`config.mk`:
```
export PLATFORM = sky130hd
export DESIGN_NAME = cecrx_decoder
export DESIGN_NICKNAME = d
export VERILOG_FILES = /design/src/rtl/cecrx_pkg.sv /design/src/rtl/cecrx_timer.sv /design/src/rtl/cecrx_classify.sv /design/src/rtl/cecrx_decoder.sv
export SDC_FILE = /design/constraint.sdc
export NUM_CORES = 1
export LEC_CHECK = 0
export ABC_AREA = 1
export BUFFER_PORTS_ARGS = -buffer_cell sky130_fd_sc_hd__buf_2
export CORE_ASPECT_RATIO = 0.8
export CORE_MARGIN = 1.5
export CORE_UTILIZATION = 50
export DETAILED_ROUTE_END_ITERATION = 7
export GPL_TIMING_DRIVEN = 0
export PLACE_DENSITY = 0.8
export SETUP_SLACK_MARGIN = 0.02
export SYNTH_ARGS = -nofsm -noshare
export SYNTH_HDL_FRONTEND = slang
export SYNTH_HIERARCHICAL = 1
export SYNTH_SLANG_ARGS = --single-unit
```
`constraint.sdc`:
```
create_clock -name clk -period 4.2 [get_ports clk]
set_clock_uncertainty 0.05 [all_clocks]
set_input_delay 0.84 -clock clk [delete_from_list [all_inputs] [get_ports clk]]
set_output_delay 0.84 -clock clk [all_outputs]
set_load 0.01 [all_outputs]
```
`src/rtl/cecrx_pkg.sv`:
```
package cecrx_pkg;

    localparam int SYM_W = 10;

    typedef enum logic [2:0] {
        ST_IDLE,
        ST_SLOW,
        ST_SHIGH,
        ST_BLOW,
        ST_BHIGH
    } rx_state_e;

    typedef enum logic [1:0] {
        BIT_BAD,
        BIT_ZERO,
        BIT_ONE
    } bit_cls_e;

    typedef struct packed {
        logic [7:0] data;
        logic       eom;
        logic       ack;
    } rx_sym_t;

    // Nominal limits in 32.768 kHz ticks, rounded to the nearest tick
    localparam int DEF_ST_LOW_MIN  = 115;  // 3.5 ms
    localparam int DEF_ST_LOW_MAX  = 128;  // 3.9 ms
    localparam int DEF_ST_HIGH_MIN = 20;   // 0.6 ms
    localparam int DEF_ST_HIGH_MAX = 33;   // 1.0 ms
    localparam int DEF_ST_TOT_MIN  = 141;  // 4.3 ms
    localparam int DEF_ST_TOT_MAX  = 154;  // 4.7 ms
    localparam int DEF_ONE_MIN     = 13;   // 0.4 ms
    localparam int DEF_ONE_MAX     = 26;   // 0.8 ms
    localparam int DEF_ZERO_MIN    = 43;   // 1.3 ms
    localparam int DEF_ZERO_MAX    = 56;   // 1.7 ms
    localparam int DEF_BIT_TOT_MIN = 67;   // 2.05 ms
    localparam int DEF_HIGH_MAX    = 92;   // 2.8 ms
    localparam int DEF_LONG_LOW    = 111;  // 3.4 ms

endpackage

```
`src/rtl/cecrx_timer.sv`:
```
module cecrx_timer #(
    parameter int CW = 10
) (
    input  logic          clk,
    input  logic          rst,
    input  logic          tick_i,
    input  logic          line_i,
    output logic          line_q_o,
    output logic          fall_o,
    output logic          rise_o,
    output logic [CW-1:0] cnt_o
);
    localparam logic [CW-1:0] CNT_SAT = {CW{1'b1}};

    assign fall_o = line_q_o & ~line_i;
    assign rise_o = ~line_q_o & line_i;

    always_ff @(posedge clk) begin
        if (rst) begin
            line_q_o <= 1'b1;
            cnt_o    <= '0;
        end else begin
            line_q_o <= line_i;
            if (fall_o)
                cnt_o <= {{(CW-1){1'b0}}, tick_i};
            else if (tick_i && cnt_o != CNT_SAT)
                cnt_o <= cnt_o + 1'b1;
        end
    end

    AST_CNT_HOLD: assert property (@(posedge clk) disable iff (rst)
        (!tick_i && !fall_o) |=> $stable(cnt_o));

endmodule

```
`src/rtl/cecrx_classify.sv`:
```
module cecrx_classify
    import cecrx_pkg::*;
#(
    parameter int CW = 10
) (
    input  logic [CW-1:0] cnt,
    input  logic [CW-1:0] low_len,
    input  logic [CW-1:0] st_low_min,
    input  logic [CW-1:0] st_low_max,
    input  logic [CW-1:0] st_high_min,
    input  logic [CW-1:0] st_high_max,
    input  logic [CW-1:0] st_tot_min,
    input  logic [CW-1:0] st_tot_max,
    input  logic [CW-1:0] one_min,
    input  logic [CW-1:0] one_max,
    input  logic [CW-1:0] zero_min,
    input  logic [CW-1:0] zero_max,
    input  logic [CW-1:0] bit_tot_min,
    input  logic [CW-1:0] high_max,
    input  logic [CW-1:0] long_low,
    output logic          st_low_ok,
    output logic          st_low_over,
    output logic          st_high_ok,
    output logic          st_high_over,
    output logic          st_tot_ok,
    output bit_cls_e      bit_cls,
    output logic          bit_long,
    output logic          bit_tot_short,
    output logic          bit_high_over
);
    function automatic logic in_win(input logic [CW-1:0] v,
                                    input logic [CW-1:0] lo,
                                    input logic [CW-1:0] hi);
        return (v >= lo) && (v <= hi);
    endfunction

    logic [CW-1:0] hi_len;
    assign hi_len = cnt - low_len;

    assign st_low_ok     = in_win(cnt, st_low_min, st_low_max);
    assign st_low_over   = cnt > st_low_max;
    assign st_high_ok    = in_win(hi_len, st_high_min, st_high_max);
    assign st_high_over  = hi_len > st_high_max;
    assign st_tot_ok     = in_win(cnt, st_tot_min, st_tot_max);
    assign bit_long      = cnt >= long_low;
    assign bit_tot_short = cnt < bit_tot_min;
    assign bit_high_over = hi_len > high_max;

    always_comb begin
        if (in_win(cnt, one_min, one_max))
            bit_cls = BIT_ONE;
        else if (in_win(cnt, zero_min, zero_max))
            bit_cls = BIT_ZERO;
        else
            bit_cls = BIT_BAD;
    end

endmodule

```
`src/rtl/cecrx_decoder.sv`:
```
module cecrx_decoder
    import cecrx_pkg::*;
#(
    parameter int CW = 10
) (
    input  logic             clk,
    input  logic             rst,
    input  logic             tick_i,
    input  logic             line_i,
    input  logic [CW-1:0]    lim_st_low_min,
    input  logic [CW-1:0]    lim_st_low_max,
    input  logic [CW-1:0]    lim_st_high_min,
    input  logic [CW-1:0]    lim_st_high_max,
    input  logic [CW-1:0]    lim_st_tot_min,
    input  logic [CW-1:0]    lim_st_tot_max,
    input  logic [CW-1:0]    lim_one_min,
    input  logic [CW-1:0]    lim_one_max,
    input  logic [CW-1:0]    lim_zero_min,
    input  logic [CW-1:0]    lim_zero_max,
    input  logic [CW-1:0]    lim_bit_tot_min,
    input  logic [CW-1:0]    lim_high_max,
    input  logic [CW-1:0]    lim_long_low,
    output logic             start_o,
    output logic             sym_vld_o,
    output logic [SYM_W-1:0] sym_o,
    output logic             err_o
);
    localparam int BIDX_W = $clog2(SYM_W);
    localparam logic [BIDX_W-1:0] LAST_IDX = BIDX_W'(SYM_W - 1);

    logic          line_q, fall, rise;
    logic [CW-1:0] cnt;
    logic [CW-1:0] low_len;

    logic     st_low_ok, st_low_over, st_high_ok, st_high_over, st_tot_ok;
    logic     bit_long, bit_tot_short, bit_high_over;
    bit_cls_e bit_cls;
    logic     bit_val;

    rx_state_e        st;
    logic [SYM_W-2:0] sh;
    logic [BIDX_W-1:0] bidx;
    logic             eom_last;

    cecrx_timer #(.CW(CW)) u_timer (
        .clk      (clk),
        .rst      (rst),
        .tick_i   (tick_i),
        .line_i   (line_i),
        .line_q_o (line_q),
        .fall_o   (fall),
        .rise_o   (rise),
        .cnt_o    (cnt)
    );

    cecrx_classify #(.CW(CW)) u_cls (
        .cnt           (cnt),
        .low_len       (low_len),
        .st_low_min    (lim_st_low_min),
        .st_low_max    (lim_st_low_max),
        .st_high_min   (lim_st_high_min),
        .st_high_max   (lim_st_high_max),
        .st_tot_min    (lim_st_tot_min),
        .st_tot_max    (lim_st_tot_max),
        .one_min       (lim_one_min),
        .one_max       (lim_one_max),
        .zero_min      (lim_zero_min),
        .zero_max      (lim_zero_max),
        .bit_tot_min   (lim_bit_tot_min),
        .high_max      (lim_high_max),
        .long_low      (lim_long_low),
        .st_low_ok     (st_low_ok),
        .st_low_over   (st_low_over),
        .st_high_ok    (st_high_ok),
        .st_high_over  (st_high_over),
        .st_tot_ok     (st_tot_ok),
        .bit_cls       (bit_cls),
        .bit_long      (bit_long),
        .bit_tot_short (bit_tot_short),
        .bit_high_over (bit_high_over)
    );

    assign bit_val = (bit_cls == BIT_ONE);

    always_ff @(posedge clk) begin
        if (rst) begin
            st        <= ST_IDLE;
            low_len   <= '0;
            sh        <= '0;
            bidx      <= '0;
            eom_last  <= 1'b0;
            start_o   <= 1'b0;
            sym_vld_o <= 1'b0;
            sym_o     <= '0;
            err_o     <= 1'b0;
        end else begin
            start_o   <= 1'b0;
            sym_vld_o <= 1'b0;
            err_o     <= 1'b0;
            unique case (st)
                ST_IDLE: begin
                    if (fall) st <= ST_SLOW;
                end
                ST_SLOW: begin
                    if (rise) begin
                        low_len <= cnt;
                        if (st_low_ok) begin
                            st <= ST_SHIGH;
                        end else begin
                            err_o <= 1'b1;
                            st    <= ST_IDLE;
                        end
                    end else if (st_low_over) begin
                        err_o <= 1'b1;
                        st    <= ST_IDLE;
                    end
                end
                ST_SHIGH: begin
                    if (fall) begin
                        if (st_high_ok && st_tot_ok) begin
                            start_o  <= 1'b1;
                            bidx     <= '0;
                            eom_last <= 1'b0;
                            st       <= ST_BLOW;
                        end else begin
                            err_o <= 1'b1;
                            st    <= ST_IDLE;
                        end
                    end else if (st_high_over) begin
                        err_o <= 1'b1;
                        st    <= ST_IDLE;
                    end
                end
                ST_BLOW: begin
                    if (rise) begin
                        low_len <= cnt;
                        if (bit_cls == BIT_BAD) begin
                            err_o <= 1'b1;
                            st    <= ST_IDLE;
                        end else begin
                            st <= ST_BHIGH;
                            if (bidx == LAST_IDX) begin
                                sym_o     <= {sh, bit_val};
                                sym_vld_o <= 1'b1;
                                eom_last  <= sh[0];
                                bidx      <= '0;
                            end else begin
                                sh   <= {sh[SYM_W-3:0], bit_val};
                                bidx <= bidx + 1'b1;
                            end
                        end
                    end else if (bit_long) begin
                        err_o <= 1'b1;
                        st    <= ST_IDLE;
                    end
                end
                ST_BHIGH: begin
                    if (fall) begin
                        if (bit_tot_short) begin
                            err_o <= 1'b1;
                            st    <= ST_IDLE;
                        end else begin
                            st <= ST_BLOW;
                        end
                    end else if (bit_high_over) begin
                        if (!(bidx == '0 && eom_last))
                            err_o <= 1'b1;
                        st <= ST_IDLE;
                    end
                end
                default: st <= ST_IDLE;
            endcase
        end
    end

    AST_ONE_STROBE: assert property (@(posedge clk) disable iff (rst)
        $onehot0({start_o, sym_vld_o, err_o}));
    AST_START_PULSE: assert property (@(posedge clk) disable iff (rst)
        start_o |=> !start_o);
    AST_SYM_PULSE: assert property (@(posedge clk) disable iff (rst)
        sym_vld_o |=> !sym_vld_o);
    AST_START_LINE_LOW: assert property (@(posedge clk) disable iff (rst)
        start_o |-> !line_q);
    AST_SYM_LINE_HIGH: assert property (@(posedge clk) disable iff (rst)
        sym_vld_o |-> line_q);
    AST_RESET_QUIET: assert property (@(posedge clk)
        rst |=> !(start_o || sym_vld_o || err_o));

endmodule

```
Word level (Yosys, flattened, before mapping)
Index checks and enable logic that the tools add are counted.
{ "word_totals": {"register_bits": 51, "output_inout_bits": 13, "wordCells": 126} }
{ "op_classes": {"addsub": 3, "order_cmp": 15, "n_eq_ne": 17, "mux": 46, "n_bitwise": 10, "reduce_logical": 23} }
{ "op_table": {"columns": ["op", "n"], "rows": [
  ["10-bit greater-or-equal comparator", 6],
  ["10-bit <= comparator", 5],
  ["10-bit greater-than comparator", 3],
  ["3-bit two-way mux", 10],
  ["1-bit two-way mux", 23],
  ["4-bit two-way mux", 5],
  ["3-bit case mux with 5 select lines", 1],
  ["2-bit inequality test, second input constant", 6],
  ["3-bit inequality test, second input constant", 4],
  ["10-bit by 1-bit adder with 10-bit output, second input constant", 1],
  ["10-bit < comparator", 1],
  ["10-bit inequality test, second input constant", 1],
  ["5-bit AND reduction", 2],
  ["10-bit subtractor", 1],
  ["1-bit logical AND", 8],
  ["2-bit two-way mux", 4],
  ["1-bit inverter", 8],
  ["4-bit case mux with 2 select lines", 1],
  ["4-bit AND reduction", 2],
  ["3-bit by 2-bit equality test with 1-bit output, second input constant", 2],
  ["6-bit AND reduction", 1],
  ["4-bit by 1-bit adder with 4-bit output, second input constant", 1],
  ["4-bit equality test, second input constant", 1],
  ["4-bit zero test", 1],
  ["13 further kinds", 16]
]} }

Logic depth before layout (Yosys ltp)
Gate-level depths: netlist of the first run.
{ "depth": {"ltp_word": 8, "ltp_mapped": 25, "mapped_depth_nobuf": 25} }

Cells and area by module
Netlist of the first run, hierarchy kept.
{ "modules_own_cells": {"columns": ["mod", "instances", "cells_per_inst", "area_per_inst_um2", "seq_area_each_um2"], "rows": [
  ["cecrx_classify", 1, 612, 3791.1, 0.0],
  ["cecrx_decoder", 1, 253, 1770.4, 800.8],
  ["cecrx_timer", 1, 98, 670.6, 220.2]
]} }

Worst setup path after synthesis of the first run
Ideal clock, no wire load.
{ "synth_timing": {"path_kind": "flip-flop to flip-flop", "start": "register u_timer.cnt_o[0]", "end": "register st[0]", "setup_time_ns": 0.124, "arrival_time_ns": 2.954, "t_required_ns": 4.026, "path_slack_ns": 1.072, "path_stages_with_launch": 19, "n_path_buf": 0, "period_less_slack_ns": 3.128, "path_cell_list": "dfxtp_1 > inv_1 > ha_1 > fa_1 > o21ai_2 > nand4_1 > nand3_1 > nand2_1 > ha_1 > nand2_1 > nor2_1 > nand4_1 > nand2_1 > inv_1 > or2_2 > nor2_1 > nor2_1 > a21oi_1 > nor2_1"} }
{ "synth_between": {"word_cells_on_any_way": 23, "cone_classes": "add/sub: 1; order compare: 9; eq/ne: 4; mux: 5; reduce/logical: 4"} }
{ "synth_lines": {"columns": ["element", "line", "source"], "rows": [
  ["start, declared", "cecrx_timer.sv:11", "output logic [CW-1:0] cnt_o"],
  ["start signal, assigned", "cecrx_timer.sv:25", "cnt_o <= {{(CW-1){1'b0}}, tick_i};"],
  ["start signal, assigned", "cecrx_timer.sv:27", "cnt_o <= cnt_o + 1'b1;"],
  ["10-bit subtractor", "cecrx_classify.sv:38", "assign hi_len = cnt - low_len;"],
  ["10-bit greater-than comparator", "cecrx_classify.sv:43", "assign st_high_over = hi_len > st_high_max;"],
  ["named net st_high_over", "cecrx_decoder.sv:35", "logic st_low_ok, st_low_over, st_high_ok, st_high_over, st_tot_ok;"],
  ["3-bit inequality test (no line)", null, null],
  ["5-bit AND reduction (no line)", null, null],
  ["end signal, assigned", "cecrx_decoder.sv:87", "st <= ST_IDLE;"],
  ["end signal, assigned", "cecrx_decoder.sv:102", "if (fall) st <= ST_SLOW;"],
  ["end signal, assigned", "cecrx_decoder.sv:108", "st <= ST_SHIGH;"],
  ["end, declared", "cecrx_decoder.sv:40", "rx_state_e st;"]
]} }
The timed path passes the listed nets, and every way through them passes these cells.
A chain may end at the register's enable or synchronous reset.

Final worst setup path of the first run
Ends and elaborated chain as after synthesis.

==> flow_summary.rst, run 1 <==
.. list-table::
   :header-rows: 1

   * - Metric
     - Value
   * - Synthesized-area fraction occupied by ao, oa, aoi and oai cells
     - 0.1325
   * - Worst hold path endpoint
     - sym_o[3]
   * - Maximum clock insertion buffer count
     - 2
   * - Die ar.
     - 13150 um2
   * - Count of cell types in the netlist
     - 37
   * - Number of antenna violations at the first check in global routing
     - 0
   * - Routability-driven placement congestion ratio
     - about 0.92
   * - Largest cells by area after synthesis
     - ha_1, dfxtp_1, inv_1, nand2_1, a21oi_1
   * - Cell at the root of the clock tree
     - clkbuf_16
   * - Type of origin of the critical path
     - flip-flop
   * - DRC
     - 0
   * - Data arrival time of the critical path
     - 4.00 ns
   * - Depth of the CTS H-tree
     - 2
   * - Layout fillers
     - 1173
   * - Routed wire length
     - 14940 um
   * - Seq/Total Area, Yosys
     - 0.1638
   * - Required time of the critical path
     - roughly 4.3 ns
   * - Final standard cell count with taps included and fillers excluded
     - 1269
   * - Xor-xnor portion of the synthesized cell area
     - 0.01265
   * - Highest routed metal layer
     - met4
   * - Max Clock Freq
     - roughly 260 MHz
   * - Pwr/cell area
     - 180.4 nW/um2
   * - Clock slew at the register clock pins of the worst setup and hold paths
     - 0.08 ns
   * - Worst min-delay path class
     - reg2reg
   * - Effective utilization at floorplan
     - 0.5124
   * - Path depth of the worst reg2reg path
     - 18
   * - Maximum number of pins on one net before global-route repair
     - 19
   * - Setup WS post-layout
     - 0.3145 ns
   * - Maximum fanout along the worst path
     - 11
   * - Sequential cell area
     - around 1000 um2
   * - Fin crit period
     - slightly below 4 ns
   * - Synthesized cell area
     - approximately 6200 um2
   * - Placed insts
     - 1261
   * - Die Span X
     - 127.8 um
   * - Met1 Wirelength
     - 7210 um
   * - Nature of the critical path endpoint
     - flip-flop
   * - Clk sinks
     - 51
   * - Syn_nets
     - around 1200
   * - FF+latch count, synth
     - 51
   * - Clock Latency Late Sink
     - 0.29 ns
   * - Violation count after the first detailed-route iteration
     - 241
   * - HPWL Detailed
     - between 10000 and 15000 um
   * - Clock tree from TritonCTS
     - yes
   * - Worst setup slack for register-to-register paths
     - 0.31 ns
   * - Worst flop-to-flop path startpoint
     - u_timer/cnt_o[0]
   * - Share of the clock period used by the worst path after layout
     - 0.9251
   * - DP Worst Slack
     - 0.3397 ns
   * - Via density per instance
     - 4.945
   * - Largest family of logic cells by synthesized area
     - adder cells
   * - Combined area of the multi-input logic cells
     - 4274 um2
   * - Yosys warns
     - 6
   * - Total vias in the final route
     - 6275
   * - Commonest non-fill, non-tap cell in the layout
     - inv_1
   * - Worst hold margin
     - 0.3935 ns
   * - Adder and majority cell fraction of the synthesized area
     - 0.2883
   * - Share of the synthesized area in the top cell type
     - 0.2851
   * - Number of setup violations in the final report
     - 0
   * - Mean instance size in the synthesized netlist
     - 6.472 um2
   * - Min-Delay Path Depth
     - 2
   * - Crit Reg-Reg Endpoint
     - st[0]
   * - Number of iterations in the first detailed-routing pass
     - 5
   * - Top library cells by usage in the layout, fill and taps aside
     - inv_1, nand2_1, buf_2
   * - Worst vdd ir
     - 194.8 uV
   * - Count of nets after finishing
     - around 1400
   * - Met3 Routed Length
     - approximately 800 um
   * - Transition at the pin with the smallest max-transition slack
     - 0.8541 ns
   * - Floorplan die height
     - between 100 and 150 um
   * - Biggest area consumer among synthesized cells
     - ha_1
   * - CORE AREA
     - around 12000 um2
   * - Max_slew headroom
     - 0.4298
   * - Total congestion overflow after global routing
     - 0
   * - Sum of negative setup slack
     - 0 ns
   * - Total length of routed met2 wires
     - 6822 um
   * - Input/output buffers
     - 146
   * - Global-route wire length before repair
     - around 25000 um
   * - Total inserted antenna cells
     - 0
   * - Number of global-route vias before repair
     - 5719
   * - Number of standard cells after synthesis
     - 963
   * - Portion of netlist area occupied by mux cells
     - 0
   * - Share of final-layout standard cells stronger than drive strength 1
     - 0.1656
   * - Post-CTS setup buffer count
     - 0
   * - Worst Hold Launch
     - sym_o[3]
   * - Average wire per cell in the routed design
     - approximately 12 um
   * - Total CTS buffers
     - 5
   * - Post-synthesis share of cell area spent on and, or, nand and nor gates
     - 0.2524
   * - Count of antenna-violating nets left after detailed routing
     - 0
   * - Final number of hold-violating endpoints
     - 0
   * - Run status
     - completed
   * - Signed area change from the synthesized netlist to the final layout
     - 17.29%
   * - Worst Path Class, Setup
     - reg2reg
   * - Boundary Pins
     - 147
   * - Static leakage
     - roughly 4.4 nW
   * - Total power consumption of the routed design
     - 0.001319 W
   * - Max-cap violations
     - 0
   * - Number of pins with negative max-slew slack in the final report
     - 0
   * - GRT Total Usage
     - 0.2313
   * - Num rows
     - 36
   * - Setup repair after global routing missed its margin
     - false
critical path, cell delays in order (launching register included):
cell	delay [ns]
dfxtp_1	0.41
inv_1	0.29
ha_1	0.37
fa_1	0.43
o21ai_2	0.21
a21oi_1	0.10
xor2_1	0.33
ha_1	0.31
nand2_1	0.07
nor2_1	0.06
o211ai_1	0.09
nand3_1	0.10
nand2_1	0.09
inv_1	0.06
or2_2	0.28
nor2_1	0.21
nor2_1	0.09
a21oi_1	0.17
nor2_1	0.06
routing by layer:
layer  vias to the layer above  global-route usage
li1                       3366                   -
met5                         -                   0
met4                         0             0.03717
met3                        14             0.01868
met1                      2713              0.3006
met2                       182              0.4285
synthesized netlist by cell type:
master / instances
inv_1: 228
nand2_1: 182
ha_1: 142
nor2_1: 100
a21oi_1: 78
dfxtp_1: 51
o21ai_0: 50
nand3_1: 43
nand4_1: 19
xor2_1: 7
clkbuf_1: 6
o21a_1: 6
inv_2: 5
nand2_2: 5
nor2_4: 4
o211ai_1: 4
o21bai_1: 4
nor3_1: 3
o21ai_2: 3
buf_2: 2
buf_6: 2
nand3b_1: 2
or2_2: 2
xnor2_1: 2
a211oi_1: 1
a21boi_0: 1
a21o_1: 1
a21oi_4: 1
a31oi_1: 1
buf_4: 1
fa_1: 1
nand3_4: 1
nand4_2: 1
nor2_2: 1
nor3b_4: 1
nor4_1: 1
o2111ai_1: 1
power breakdown:
part,internal (W),switching (W)
Combinational,0.000174,0.000232
Sequential,0.000490,0.00000750
Clock,0.000227,0.000189
Total,0.000891,0.000428
metrics by stage:
stage          cell area (um2)  utilization
3_3_place_gp              7153       0.5882
2_1_floorplan             6232            -
4_1_cts                   7307       0.6008
6_report                  7310       0.6010
5_1_grt                   7310       0.6010
3_5_place_dp              7153       0.5882
cells by family (layout without fill, tap and decap cells):
family,after synthesis,in the layout
AND/OR/NAND/NOR,365,365
buffers and inverters,244,398
AO/OA/AOI/OAI,151,151
adder cells (fa/ha/maj),143,143
flip-flops,51,51
XOR/XNOR,9,9
area by class of cell:
| type | instances | area share |
|---|---|---|
| Buffer | 11 | 0.008559 |
| Clock buffer | 5 | 0.01712 |
| Multi-Input combinational cell | 668 | 0.5847 |
| Clock inverter | 3 | 0.003937 |
| Timing Repair Buffer | 146 | 0.09997 |
| Tap cell | 152 | 0.02602 |
| Inverter | 233 | 0.1197 |
| Sequential cell | 51 | 0.1400 |
registers in the layout (all words and copies together), names as in the netlist, 3 cells and up:
register / count
sh: 9
bidx: 4
sym_o: 10
st: 3
u_timer/cnt_o: 10
low_len: 10
worst max path at each step:
| stage | start | endpoint | cells past startpoint |
|---|---|---|---|
| 4_1_cts | u_timer/cnt_o[0] | st[0] | 18 |
| 2_1_floorplan | u_timer/cnt_o[0] | st[0] | 18 |
| 3_5_place_dp | u_timer/cnt_o[1] | st[0] | 17 |
| 6_report | u_timer/cnt_o[0] | st[0] | 18 |
| 3_3_place_gp | u_timer/cnt_o[1] | st[0] | 17 |
| 5_1_grt | u_timer/cnt_o[0] | st[0] | 20 |
what timing repair did:
action | 4_1_cts | 5_1_grt
hold endpoints to repair | 0 | 0
gates resized for setup | 0 | 2
setup endpoints to repair | 0 | 4
hold buffers | 0 | 0
Power figures use the tool's default switching activity.
==> run 2, diff against run 1 <==
CORE_UTILIZATION = 40   (was 50)
PLACE_DENSITY = 0.67   (was 0.8)
==> run 2 against run 1 <==
Combinational power fell by 1%. Non-clock buffer count did not move. First-iteration DRC count rose by 19%. Highest routed layer unchanged. Final cell count rose by 4.6%. Sequential share of layout area fell by 0.12 points. Power barely moved. Largest cell class unchanged. Register-to-register slack improved by 0.10 ns. Global-route usage fell by 4.1 points. Via count fell by 3.1%.
==> flow_summary.rst, run 2 (synthesis gave the netlist of run 1 again) <==
.. list-table::
   :header-rows: 1

   * - Metric
     - Value
   * - Data arrival time of the critical path
     - between 3 and 4 ns
   * - Combined area of the multi-input logic cells
     - ~4300 um2
   * - Final number of hold-violating endpoints
     - 0
   * - Effective utilization at floorplan
     - 0.4123
   * - Ordered cell list for the critical path
     - inv_1 -> ha_1 -> fa_1 -> o21ai_2 -> nand4_1 -> nand3_1 -> nand2_1 -> ha_1 -> nand2_1 -> nor2_1 -> nand4_1 -> nand2_1 -> nand2_1 -> inv_1 -> nand2_1 -> nand3_1 -> nand2_1 -> nor2_1 -> nand3_1 -> a21oi_1
   * - Total power consumption of the routed design
     - 0.001320 W
   * - Input/output buffers
     - between 100 and 150
   * - Post-layout util
     - 0.4885
   * - Biggest regs
     - low_len x10, sym_o x10, u_timer/cnt_o x10
   * - Met1 Wirelength
     - 7833 um
   * - Post-CTS setup buffer count
     - 0
   * - Pwr/cell area
     - 178.7 nW/um2
   * - Average wire per cell in the routed design
     - between 10 and 15 um
   * - Signed area change from the synthesized netlist to the final layout
     - 18.47%
   * - Share of final-layout standard cells stronger than drive strength 1
     - 0.1665
   * - Routed wire length
     - 15130 um
   * - Nature of the critical path endpoint
     - flip-flop
   * - Clock tree from TritonCTS
     - yes
   * - CP dominant cell by count
     - nand2_1
   * - Maximum number of pins on one net before global-route repair
     - 19
   * - Total CTS buffers
     - 5
   * - Violation count after the first detailed-route iteration
     - roughly 290
   * - Worst vdd ir
     - ~140 uV
   * - Commonest non-fill, non-tap cell in the layout
     - inv_1
   * - Sum of negative setup slack
     - 0 ns
   * - Depth of the CTS H-tree
     - 2
   * - Count of nets after finishing
     - 1393
   * - Total vias in the final route
     - 6081
   * - Maximum fanout along the worst path
     - 11
   * - Met3 Routed Length
     - a little under 800 um
   * - Die Span X
     - 142.6 um
   * - Total congestion overflow after global routing
     - 0
   * - Die ar.
     - ~16000 um2
   * - Setup repair after global routing missed its margin
     - false
   * - Sequential cell area
     - 1025 um2
   * - Worst Path Class, Setup
     - reg2reg
   * - Placed insts
     - 1319
   * - Number of global-route vias before repair
     - roughly 5700
   * - Total length of routed met2 wires
     - 6393 um
   * - Highest routed metal layer
     - met4
   * - CORE AREA
     - around 15000 um2
   * - Global-route wire length before repair
     - 25360 um
   * - Delay of the slowest cell on the worst path
     - ~0.43 ns
   * - Max Clock Freq
     - between 200 and 300 MHz
   * - Critical-path top delay cell
     - fa_1
   * - DRC
     - 0
   * - Top library cells by usage in the layout, fill and taps aside
     - inv_1, nand2_1, buf_2
   * - Total inserted antenna cells
     - 0
   * - Worst min-delay path class
     - reg2reg
   * - Floorplan die height
     - roughly 110 um
   * - Run status
     - completed
   * - Cell at the root of the clock tree
     - clkbuf_16
   * - Layout fillers
     - 1601
   * - Clock Latency Late Sink
     - around 0.3 ns
   * - Maximum clock insertion buffer count
     - 2
   * - Type of origin of the critical path
     - flip-flop
   * - Final standard cell count with taps included and fillers excluded
     - 1327
   * - Share of the clock period used by the worst path after layout
     - 0.9005
   * - Static leakage
     - 4.429 nW
   * - Number of iterations in the first detailed-routing pass
     - 4
   * - Routability-driven placement congestion ratio
     - 0.8685
   * - Fin crit period
     - 3.782 ns
   * - Max-cap violations
     - 0
   * - Clk sinks
     - 51
   * - HPWL Detailed
     - 12050 um
   * - Clock slew at the register clock pins of the worst setup and hold paths
     - 0.08 ns
   * - Num rows
     - 40
   * - Boundary Pins
     - ~150
   * - Via density per instance
     - 4.583
   * - Number of setup violations in the final report
     - 0
   * - Required time of the critical path
     - between 4 and 5 ns
   * - Max_slew headroom
     - 0.4120
   * - GRT Total Usage
     - 0.1907
   * - Transition at the pin with the smallest max-transition slack
     - 0.8808 ns
   * - Number of antenna violations at the first check in global routing
     - 0
   * - Number of pins with negative max-slew slack in the final report
     - 0
   * - Count of antenna-violating nets left after detailed routing
     - 0
run 2: cell counts in the layout (fill, tap and decap cells not counted):
Identical to the previous run, type by type.
run 2: final cells by class:
type | instances | area share
inverter | 233 | 0.1185
clock inverter | 3 | 0.003898
buffer | 11 | 0.008473
sequential | 51 | 0.1388
tap | 210 | 0.03559
multi-input combinational | 668 | 0.5789
timing repair buffer | 146 | 0.09897
clock buffer | 5 | 0.01695
run 2: stage by stage:
stage / area (um2) / setup WS (ns) / hold WS, ns
2_1_floorplan: 6232 / 1.072 / 0.3736
3_3_place_gp: 7226 / 0.3648 / 0.3822
3_5_place_dp: 7226 / 0.3471 / 0.3848
4_1_cts: 7380 / 0.3198 / 0.3965
5_1_grt: 7383 / 0.04434 / 0.4149
6_report: 7383 / 0.4178 / 0.3919
run 2: layer usage:
layer | global-route usage | up-vias
met1 | 0.2634 | 2561
met3 | 0.02300 | 12
met2 | 0.3239 | 140
met4 | 0.02887 | 0
met5 | 0 | -
li1 | - | 3368
run 2: where the power goes:
| group | total, W | leakage (nW) | internal, W | switching [W] |
|---|---|---|---|---|
| clock | 0.000423 | 0.0759 | 0.000227 | 0.000195 |
| combinational | 0.000400 | 3.94 | 0.000172 | 0.000228 |
| sequential | 0.000497 | 0.413 | 0.000489 | 0.00000722 |
| total | 0.00132 | 4.43 | 0.000889 | 0.000430 |
run 2: final timing paths:
path	startpoint	to	slack, ns	cells after the start
worst min register to register	sym_o[4]	sym_o[4]	0.39	2
worst max register to register	u_timer/cnt_o[0]	bidx[2]	0.42	20
worst min-delay path	sym_o[4]	sym_o[4]	0.39	2
worst max-delay path	u_timer/cnt_o[0]	bidx[2]	0.42	20
run 2: repair_timing:
action                     CTS  global route
hold buffers                 0             0
gates resized for setup      0             3
setup endpoints to repair    0             7
run 2: critical path: cells and delay by family (launching register included):
kind                     cells  cell delay [ns]
flip-flops                   1             0.40
adder cells (fa/ha/maj)      3             1.11
AO/OA/AOI/OAI                2             0.35
AND/OR/NAND/NOR             13             1.44
buffers and inverters        2             0.37
==> run 3, diff against run 2 <==
BUFFER_PORTS_ARGS = unset   (was -buffer_cell sky130_fd_sc_hd__buf_2)
CAP_MARGIN = 20   (was unset)
DONT_BUFFER_PORTS = 1   (was unset)
PLACE_DENSITY = 0.59   (was 0.67)
==> run 3 against run 2 <==
Worst hold slack better by 0.0020 ns. Clock power up 12%. Global-route usage up 0.14 points. Power down 0.49%. Via count down 7.9%. Core utilization down 4.6 points. Wire length down 0.70%. Die area unchanged. Critical endpoint is now eom_last.
==> flow_summary.rst, run 3 (synthesis gave the netlist of run 1 again) <==
.. list-table::
   :header-rows: 1

   * - Metric
     - Value
   * - Clk sinks
     - 51
   * - Path depth of the worst reg2reg path
     - 22
   * - Routability-driven placement congestion ratio
     - 0.8410
   * - Depth of the CTS H-tree
     - 2
   * - Maximum fanout along the worst path
     - 17
   * - Worst hold path endpoint
     - low_len[8]
   * - Number of antenna violations at the first check in global routing
     - 0
   * - Clock tree from TritonCTS
     - yes
   * - CP dominant cell by count
     - nand2_1
   * - Maximum clock insertion buffer count
     - 2
   * - Via density per instance
     - 4.738
   * - CORE AREA
     - between 15000 and 20000 um2
   * - Share of the clock period used by the worst path after layout
     - 0.8663
   * - Number of pins with negative max-slew slack in the final report
     - 0
   * - Max_slew headroom
     - 0.4384
   * - Worst hold margin
     - about 0.39 ns
   * - Count of antenna-violating nets left after detailed routing
     - 0
   * - Crit Reg-Reg Endpoint
     - eom_last
   * - Data arrival time of the critical path
     - 3.78 ns
   * - Delay of the slowest cell on the worst path
     - approximately 0.66 ns
   * - Average wire per cell in the routed design
     - 12.71 um
   * - Input/output buffers
     - 0
   * - HPWL Detailed
     - between 10000 and 15000 um
   * - Number of iterations in the first detailed-routing pass
     - 5
   * - Run status
     - completed
   * - Violation count after the first detailed-route iteration
     - roughly 170
   * - Die ar.
     - between 15000 and 20000 um2
   * - Total power consumption of the routed design
     - 0.001313 W
   * - Maximum number of pins on one net before global-route repair
     - 18
   * - Pwr/cell area
     - 196.5 nW/um2
   * - Nature of the critical path endpoint
     - flip-flop
   * - Worst setup slack for register-to-register paths
     - approximately 0.56 ns
   * - Floorplan die height
     - 114.6 um
   * - Biggest regs
     - low_len x10, sym_o x10, u_timer/cnt_o x10
   * - GRT Total Usage
     - 0.1921
   * - Commonest non-fill, non-tap cell in the layout
     - inv_1
   * - Routed wire length
     - about 15000 um
   * - Total CTS buffers
     - 5
   * - Signed area change from the synthesized netlist to the final layout
     - 7.227%
   * - Critical-path top delay cell
     - dfxtp_2
   * - Top library cells by usage in the layout, fill and taps aside
     - inv_1, nand2_1, ha_1
   * - Count of nets after finishing
     - between 1000 and 1500
   * - Worst vdd ir
     - 158.8 uV
   * - Worst min-delay path class
     - reg2reg
   * - Max Clock Freq
     - 274.9 MHz
   * - Share of final-layout standard cells stronger than drive strength 1
     - 0.04424
   * - Worst flop-to-flop path startpoint
     - u_timer/cnt_o[2]
   * - Final number of hold-violating endpoints
     - 0
   * - Post-layout util
     - 0.4421
   * - Transition at the pin with the smallest max-transition slack
     - about 0.84 ns
   * - Die Span X
     - 142.6 um
   * - Setup repair after global routing missed its margin
     - false
   * - Combined area of the multi-input logic cells
     - 4274 um2
   * - Number of global-route vias before repair
     - 5399
   * - Layout fillers
     - 1636
   * - Effective utilization at floorplan
     - 0.4123
   * - Static leakage
     - just under 4 nW
   * - Boundary Pins
     - 147
   * - Type of origin of the critical path
     - flip-flop
   * - Clock Latency Late Sink
     - slightly below 0.3 ns
   * - Total vias in the final route
     - 5600
   * - Global-route wire length before repair
     - 25210 um
   * - Sequential cell area
     - 1026 um2
   * - Num rows
     - 40
   * - Sum of negative setup slack
     - 0 ns
   * - Clock slew at the register clock pins of the worst setup and hold paths
     - roughly 0.07 ns
   * - CTS Hold Buffers Added
     - 0
   * - DRC
     - 0
   * - Ordered cell list for the critical path
     - ha_1 -> a21oi_1 -> o21ai_2 -> nand2_2 -> nand2_2 -> xor2_1 -> ha_1 -> nand2_1 -> o21bai_1 -> nand2_1 -> nand2_1 -> nand3_1 -> nand2_1 -> nand2_1 -> inv_1 -> nand2_1 -> nand3_1 -> nand2_1 -> nor2_1 -> nand3_1 -> nand2_1 -> nor2_1
   * - Cell at the root of the clock tree
     - clkbuf_16
   * - Max-cap violations
     - 0
   * - Total inserted antenna cells
     - 0
   * - Worst Hold Launch
     - low_len[8]
   * - Worst Path Class, Setup
     - reg2reg
   * - Min-Delay Path Depth
     - 2
   * - Number of setup violations in the final report
     - 0
   * - Total congestion overflow after global routing
     - 0
   * - Required time of the critical path
     - 4.34 ns
   * - Fin crit period
     - 3.638 ns
[run 3: critical path, delay by kind of cell (launching register included)]
family                   cells  cell delay (ns)
AND/OR/NAND/NOR             15             1.28
buffers and inverters        1             0.08
AO/OA/AOI/OAI                3             0.48
adder cells (fa/ha/maj)      2             0.68
XOR/XNOR                     1             0.32
flip-flops                   1             0.66
[run 3: timing repair]
| action | in CTS | in global routing |
|---|---|---|
| resized for setup | 0 | 5 |
| setup buffers | 0 | 1 |
| hold endpoints to repair | 0 | 0 |
| setup endpoints to repair | 0 | 8 |
[run 3: final cells by class]
class / instances / area share
buffer: 11 / 0.009362
multi-input combinational: 668 / 0.6396
tap: 210 / 0.03932
timing repair buffer: 1 / 0.001123
clock buffer: 5 / 0.01872
sequential: 51 / 0.1535
inverter: 233 / 0.1314
clock inverter: 3 / 0.006928
[run 3: per-layer routing]
metal	vias to the layer above	wire [um]	global-route usage
li1	3083	-	-
met1	2383	7858	0.2654
met2	124	6214	0.3165
met3	10	827	0.03388
met4	0	127	0.03230
met5	-	0	0
[run 3: worst max path at each step]
stage | from | endpoint | cells after the start
floorplan | u_timer/cnt_o[0] | st[0] | 18
global placement | u_timer/cnt_o[2] | st[0] | 19
detailed placement | u_timer/cnt_o[2] | eom_last | 22
CTS | u_timer/cnt_o[2] | eom_last | 22
global route | u_timer/cnt_o[5] | eom_last | 21
finish | u_timer/cnt_o[2] | eom_last | 22
[run 3: report_power, final]
| part | internal [W] | switching [W] |
|---|---|---|
| logic | 0.000133 | 0.000210 |
| registers | 0.000489 | 0.00000794 |
| clock network | 0.000283 | 0.000189 |
[run 3: metrics by stage]
stage               area [um2]  std cells  setup slack, ns
floorplan                 6232        963            1.072
global route              6683       1182          0.04463
CTS                       6666       1181           0.2257
global placement          6495       1173           0.3145
finish                    6683       1182           0.5617
detailed placement        6495       1173           0.2613
